<file path="config.mk">
export PLATFORM = sky130hd
export DESIGN_NAME = np_credit_gen
export DESIGN_NICKNAME = d
export VERILOG_FILES = /design/src/rtl/np_credit_pkg.sv /design/src/rtl/np_base_issuer.sv /design/src/rtl/np_replenish_ctr.sv /design/src/rtl/np_grant_merge.sv /design/src/rtl/np_credit_gen.sv
export SDC_FILE = /design/constraint.sdc
export NUM_CORES = 1
export LEC_CHECK = 0
export ABC_AREA = 1
export BUFFER_PORTS_ARGS = -buffer_cell sky130_fd_sc_hd__buf_2
export CORE_UTILIZATION = 53
export CTS_CLUSTER_SIZE = 16
export DETAILED_ROUTE_END_ITERATION = 10
export PLACE_DENSITY = 0.83
export SYNTH_ARGS = -nofsm -noshare
export SYNTH_HDL_FRONTEND = slang
export SYNTH_SLANG_ARGS = --single-unit
export TNS_END_PERCENT = 20
</file>
<file path="constraint.sdc">
create_clock -name clk_i -period 3.21 [get_ports clk_i]
set_input_delay 0.321 -clock clk_i [delete_from_list [all_inputs] [get_ports clk_i]]
set_output_delay 0.321 -clock clk_i [all_outputs]
set_load 0.005 [all_outputs]
</file>
<file path="src/rtl/np_credit_pkg.sv">
package np_credit_pkg;
  localparam int unsigned GRANT_W = 2;

  typedef enum logic [GRANT_W-1:0] {
    GRANT_NONE = 2'b00,
    GRANT_ONE  = 2'b01,
    GRANT_TWO  = 2'b10
  } grant_e;

  // clamp a credit count to the two a single grant can carry
  function automatic logic [GRANT_W-1:0] clamp2(input int unsigned n);
    return (n >= 2) ? 2'd2 : GRANT_W'(n);
  endfunction
endpackage

</file>
<file path="src/rtl/np_base_issuer.sv">
module np_base_issuer
  import np_credit_pkg::*;
#(
  parameter int unsigned BASE_CREDITS = 2,
  parameter int unsigned CNT_W        = 6
) (
  input  logic               clk_i,
  input  logic               rst_ni,
  output logic [GRANT_W-1:0] take_o
);
  logic [CNT_W-1:0] left_q;

  // baseline always has priority, so whatever is offered is consumed
  assign take_o = clamp2(32'(left_q));

  always_ff @(posedge clk_i or negedge rst_ni) begin
    if (!rst_ni) left_q <= CNT_W'(BASE_CREDITS);
    else         left_q <= left_q - CNT_W'(take_o);
  end
endmodule

</file>
<file path="src/rtl/np_replenish_ctr.sv">
module np_replenish_ctr
  import np_credit_pkg::*;
#(
  parameter int unsigned CNT_W = 6
) (
  input  logic               clk_i,
  input  logic               rst_ni,
  input  logic               inc_i,
  input  logic [GRANT_W-1:0] take_i,
  output logic [CNT_W-1:0]   avail_o
);
  logic [CNT_W-1:0] pend_q;

  assign avail_o = pend_q;

  always_ff @(posedge clk_i or negedge rst_ni) begin
    if (!rst_ni) pend_q <= '0;
    else         pend_q <= pend_q + CNT_W'(inc_i) - CNT_W'(take_i);
  end
endmodule

</file>
<file path="src/rtl/np_grant_merge.sv">
module np_grant_merge
  import np_credit_pkg::*;
#(
  parameter int unsigned CNT_W = 6
) (
  input  logic               clk_i,
  input  logic               rst_ni,
  input  logic [GRANT_W-1:0] base_take_i,
  input  logic [CNT_W-1:0]   pend_avail_i,
  output logic [GRANT_W-1:0] pend_take_o,
  output logic [GRANT_W-1:0] grant_o
);
  logic [GRANT_W-1:0] room;
  logic [GRANT_W-1:0] grant_q;

  always_comb begin
    room        = 2'd2 - base_take_i;
    pend_take_o = (32'(pend_avail_i) >= 32'(room)) ? room : GRANT_W'(pend_avail_i);
  end

  always_ff @(posedge clk_i or negedge rst_ni) begin
    if (!rst_ni) grant_q <= GRANT_NONE;
    else         grant_q <= base_take_i + pend_take_o;
  end

  assign grant_o = grant_q;
endmodule

</file>
<file path="src/rtl/np_credit_gen.sv">
module np_credit_gen
  import np_credit_pkg::*;
#(
  parameter int unsigned BASE_CREDITS = 2,
  parameter int unsigned MAX_CREDITS  = 32
) (
  input  logic               clk_i,
  input  logic               rst_ni,
  input  logic               req_valid_i,
  input  logic               req_np_i,
  output logic [GRANT_W-1:0] grant_o
);
  localparam int unsigned CNT_W = $clog2(MAX_CREDITS + 1) + 1;

  logic [GRANT_W-1:0] base_take;
  logic [GRANT_W-1:0] pend_take;
  logic [CNT_W-1:0]   pend_avail;
  logic               np_acc;

  assign np_acc = req_valid_i & req_np_i;

  np_base_issuer #(
    .BASE_CREDITS(BASE_CREDITS),
    .CNT_W       (CNT_W)
  ) u_base (
    .clk_i (clk_i),
    .rst_ni(rst_ni),
    .take_o(base_take)
  );

  np_replenish_ctr #(
    .CNT_W(CNT_W)
  ) u_pend (
    .clk_i  (clk_i),
    .rst_ni (rst_ni),
    .inc_i  (np_acc),
    .take_i (pend_take),
    .avail_o(pend_avail)
  );

  np_grant_merge #(
    .CNT_W(CNT_W)
  ) u_merge (
    .clk_i       (clk_i),
    .rst_ni      (rst_ni),
    .base_take_i (base_take),
    .pend_avail_i(pend_avail),
    .pend_take_o (pend_take),
    .grant_o     (grant_o)
  );
endmodule

</file>
# == Yosys cells after proc, flatten, opt, wreduce, memory -nomap -nowiden ==
# Cells that the tools add are included.
# op_classes
add_sub_neg,5
n_lt_le_gt_ge,2
n_mux,2
bitwise_logic,1
# op_table
operator,count
7-bit by 2-bit subtractor with 7-bit output,2
7-bit by 1-bit adder with 7-bit output,1
7-bit by 2-bit >= comparator with 1-bit output,1
7-bit by 2-bit >= comparator with 1-bit output (second input constant),1
2-bit two-way mux,2
2-bit adder,1
2-bit subtractor (first input constant),1
1-bit bitwise AND,1
# word_totals
reg_bits,16
out_inout_bits,2
word_cells,13

# == Longest topological paths before layout ==
# depth
ltp_word,6
depth_mapped,26

# == Hierarchy ==
# From an unflattened synthesis, not the netlist that was laid out.
# unflattened
hier_cells,152
hier_area_um2,1133.6
# by_module_without_submodules
mod,n_inst,cells_each,area_per_inst_um2,seq_area_each_um2
np_replenish_ctr,1,70,526.8,175.2
np_base_issuer,1,42,346.6,176.4
np_grant_merge,1,38,252.7,50.0
np_credit_gen,1,2,7.5,0.0

# == Worst setup path before layout ==
# No wires, ideal clock.
# synth_timing
path_kind,flip-flop to flip-flop
from,register u_base.left_q[3]
to,register u_pend.pend_q[6] (netlist: u_pend.avail_o[6])
setup_ns,0.079
t_arrival_ns,3.186
t_required_ns,3.131
path_slack_ns,-0.055
stages_incl_launch_ff,27
n_path_buf,0
synth_period_minus_slack_ns,3.265
cell_sequence,dfrtp_1 -> nor2_2 -> nand2_1 -> nor2_2 -> inv_1 -> nor2_1 -> ha_1 -> inv_1 -> nand2_1 -> nand2_1 -> nand2_2 -> nand2_2 -> a21o_1 -> nand2_1 -> o21ai_1 -> ha_1 -> inv_1 -> ha_1 -> fa_1 -> a21oi_1 -> nor2_1 -> nor2_1 -> nor2_1 -> nor2_1 -> nor2_1 -> nor2_1 -> xor2_1
# synth_via
elab_chain_len,6
# synth_lines
element,line_no,rtl
"start, declared",np_base_issuer.sv:11,logic [CNT_W-1:0] left_q;
"start signal, assigned",np_base_issuer.sv:17,if (!rst_ni) left_q <= CNT_W'(BASE_CREDITS);
"start signal, assigned",np_base_issuer.sv:18,else left_q <= left_q - CNT_W'(take_o);
7-bit by 2-bit >= comparator with 1-bit output *,np_credit_pkg.sv:12,return (n >= 2) ? 2'd2 : GRANT_W'(n);
2-bit two-way mux *,np_credit_pkg.sv:12,
2-bit subtractor *,np_grant_merge.sv:17,room = 2'd2 - base_take_i;
7-bit by 2-bit >= comparator with 1-bit output,np_grant_merge.sv:18,pend_take_o = (32'(pend_avail_i) >= 32'(room)) ? room : GRANT_W'(pend_avail_i);
2-bit two-way mux *,np_grant_merge.sv:18,
7-bit by 2-bit subtractor with 7-bit output *,np_replenish_ctr.sv:18,else pend_q <= pend_q + CNT_W'(inc_i) - CNT_W'(take_i);
"end signal, assigned",np_replenish_ctr.sv:18,
"end, declared",np_replenish_ctr.sv:12,logic [CNT_W-1:0] pend_q;
# Mark *: on every way between the ends. The rest lies on a longest branch, timed or not.

# == Final worst setup path ==
# layout_timing
from,register u_base.left_q[4]
to,register u_pend.pend_q[6] (netlist: u_pend.avail_o[6])
# The elaborated chain is that of the path after synthesis.

==> impl_metrics.toml <==
[status]
outcome = "complete, but fails checks"
violations = "negative setup slack"

[logic_synthesis]
ys_seq_elements = 16
synth.area.mux_share_pct = 0
synth_area_um2 = 1086
synth_top_family_by_area = "adder cells"
synth-xor-area-share_pct = 7.258
syn-num-nets = 145
syn_inst = 122
synth_area_per_cell_um2 = 8.902
yosys_warnings = 0
synth_area_leaders = "dfrtp_1 (35%), ha_1 (21%), inv_1 (8.6%)"
synth_largest_area_cell = "dfrtp_1"
synth_cell_type_count = 23
yosys.area.top_type_share_pct = 34.56
synthAdderAreaFrac_pct = 22.58
synth-simple-area-share_pct = 17.05
ys_seq_area_share_pct = 36.98
synth_compound_area_share_pct = 6.452

[critical_path]
criticalPathCategory = "flop to flop"
cp-startpoint = "u_base.left_q[4]"
rr_worst_depth = 26
worstReg2RegStart = "u_base.left_q[4]"
crit_arrival_ns = 3.61
critPathLaunchType = "flop"
cp.required_ns = 3.43
path_max_fanout = 3
r2r-end = "u_pend.avail_o[6]"
rrSetupSlack_ns = -0.18
endpoint_kind = "flop"

[timing]
max_freq_ghz = 0.2946
fin_ws_ns = -0.1844
fin_crit_ns = 3.394
timing.final.crit_share_pct = 105.7
setup_violations = 1
finClkSkew_ns = 0.007463
hold_violations = 0
rsz0062_at_grt = "true"
final_max_slew_viol_count = 0

[grt]
overflow = 0
antenna_found_initial = 0
grt_pass1_vias = 865
grt_max_degree = 17
grt_usage_pct = 21.91
grt_pass1_wl_um = 3367

[clocking]
cts_tree = "done"
cts-htree-levels = 1
clock_latency_ns = 0.29
clock-sinks = 16
path_clk_slew_ns = 0.10
cts_made_buffers = 3
cts-root-buf = "clkbuf_4"
cts_buffer_depth = 2

[power]
internal-power_mw = 0.8380
pwr-share-seq_pct = 25.9
irDropWorstVdd_mv = 0.6759
p_comb_share_pct = 64.8
p_leak_nw = 0.7181
total_power_mw = 1.467
clkPwrFrac_pct = 9.3
p_switching_mw = 0.6286
power_density_nw_per_um2 = 1080
p_sw_share_pct = 42.86

[placed_design]
io_buffers = 5
hpwl_um = 1538
post_dp_cell_area_um2 = 1240
place.gp.congestion = 0.7701

[flow_run]
maxCapViolCount = 0

[worst_hold_path]
hold_end = "u_pend.avail_o[0]"
hold_class = "primary input to flop"
hold_start = "req_np_i"
holdPathStages = 4

[routing]
top_layer = "met4"
wl_per_cell_um = 11.59
wl_met1_um = 782
drc = 0
wl_um = 2028
met3_length_um = 33
met2WireLength_um = 1168
vias = 832
ant_nets = 0
viasPerCell = 4.754
drtIter0Drc = 6
first_pass_iters = 3

[die]
coreArea_um2 = 1942
die_h_um = 47.27
rows = 16
initial_utilization_pct = 55.93
die_area_um2 = 2234
pin_count = 6
dieWidth_um = 47.27

[layout]
post-route-cell-area_um2 = 1358
drive_above_1_share_pct = 31.08
syn2layout_area_growth_pct = 25.00
antennaDiodeCount = 0
fin_nets = 172
stage by stage:
stage          hold slack, ns  setup TNS (ns)  utilization (%)  setup WS (ns)  cells
2_1_floorplan         0.02541               0                -        0.03835    122
3_3_place_gp           0.2514        -0.04787            63.85       -0.04787    166
3_5_place_dp           0.2533         -0.1533            63.85        -0.1533    166
4_1_cts                0.3488         -0.1198            66.95        -0.1198    172
5_1_grt                0.3854         -0.8198            69.91        -0.4458    175
6_report               0.3763         -0.1844            69.91        -0.1844    175
worst max-delay path: stages (launching register included):
cell,delay [ns]
dfrtp_1,0.42
nor2_4,0.15
nand2_2,0.09
nor2_4,0.12
inv_2,0.06
nor2_4,0.11
ha_2,0.16
inv_1,0.03
nand2_1,0.06
nand2_1,0.06
nand2_2,0.07
nand2_2,0.05
a21o_1,0.18
nand2_2,0.06
o21ai_2,0.06
ha_1,0.28
inv_1,0.05
ha_2,0.18
fa_2,0.37
a21oi_2,0.14
nor2_1,0.06
nor2_1,0.08
nor2_1,0.06
nor2_1,0.08
nor2_1,0.05
nor2_1,0.12
xor2_1,0.16
worst max-delay path by stage:
stage | cells past startpoint | to | slack (ns)
5_1_grt | 26 | u_pend.avail_o[6] | -0.45
2_1_floorplan | 26 | u_pend.avail_o[6] | 0.04
3_3_place_gp | 26 | u_pend.avail_o[6] | -0.05
3_5_place_dp | 26 | u_pend.avail_o[6] | -0.15
6_report | 26 | u_pend.avail_o[6] | -0.18
4_1_cts | 26 | u_pend.avail_o[6] | -0.12
cells by family after synthesis:
family | after synthesis
compound gates | 10
xor+xnor | 9
fa+ha+maj | 19
buf+inv | 27
flops | 16
other cells | 1
simple gates | 40
layout by cell type, fill, tap and decap left out, types with 2 or more instances in the layout:
cell type,netlist,routed
a21oi_1,5,4
buf_2,0,5
buf_4,0,16
clkbuf_4,0,3
dfrtp_1,15,15
ha_1,18,16
ha_2,0,2
inv_1,25,24
inv_2,2,3
nand2_1,14,12
nand2_2,3,5
nand3_1,4,4
nand4_1,4,4
nor2_1,10,8
nor2_2,3,2
nor2_4,0,3
xnor2_1,3,3
xor2_1,6,6
power groups by stage:
stage	clock, mW	combinational, mW	sequential, mW
after global placement	0	0.798	0.371
after global routing	0.146	1.07	0.394
final	0.136	0.951	0.380
after floorplan	0	0.603	0.373
after CTS	0.137	0.894	0.374
after detailed placement	0	0.870	0.378
sequential cells by signal (all words and copies together), names as in the netlist:
| name | flops |
|---|---|
| u_pend.avail_o | 7 |
| u_base.left_q | 7 |
| u_merge.grant_o | 2 |
routing by layer:
| metal | global-route usage [%] | vias to the layer above |
|---|---|---|
| met4 | 10.86 | 0 |
| met1 | 22.41 | 387 |
| met5 | 0 | - |
| met3 | 2.308 | 5 |
| met2 | 43.01 | 9 |
| li1 | - | 431 |
cells in the mapped netlist (all sizes together):
cell type and n:
ha 18, nand3b 1, fa 1, conb 1, nand3 4, a21o 1, dfrtp 15, xor2 6
dfstp 1, a21oi 5, nor3 1, nor2 13, xnor2 3, a31oi 1, nand2 17, o21bai 1
o21ai 1, a21boi 1, inv 27, nand4 4
what timing repair did:
| action | CTS | global route |
|---|---|---|
| endpoints found under the setup margin | 1 | 3 |
| pin swaps | 2 | 12 |
| buffers inserted | 1 | 3 |
| endpoints found under the hold margin | 15 | 0 |
| hold buffers | 1 | 0 |
| gates resized for setup | 2 | 10 |
area by class of cell:
cell class                      count  area, um2
Multi-Input combinational cell     79      629.4
Fill cell                         166      584.3
Sequential cell                    16      401.6
Timing Repair Buffer               22      155.1
Inverter                           27      101.3
Clock buffer                        4      36.28
Tap cell                           27      33.78
Note: power is estimated with default switching activity, not from simulation.
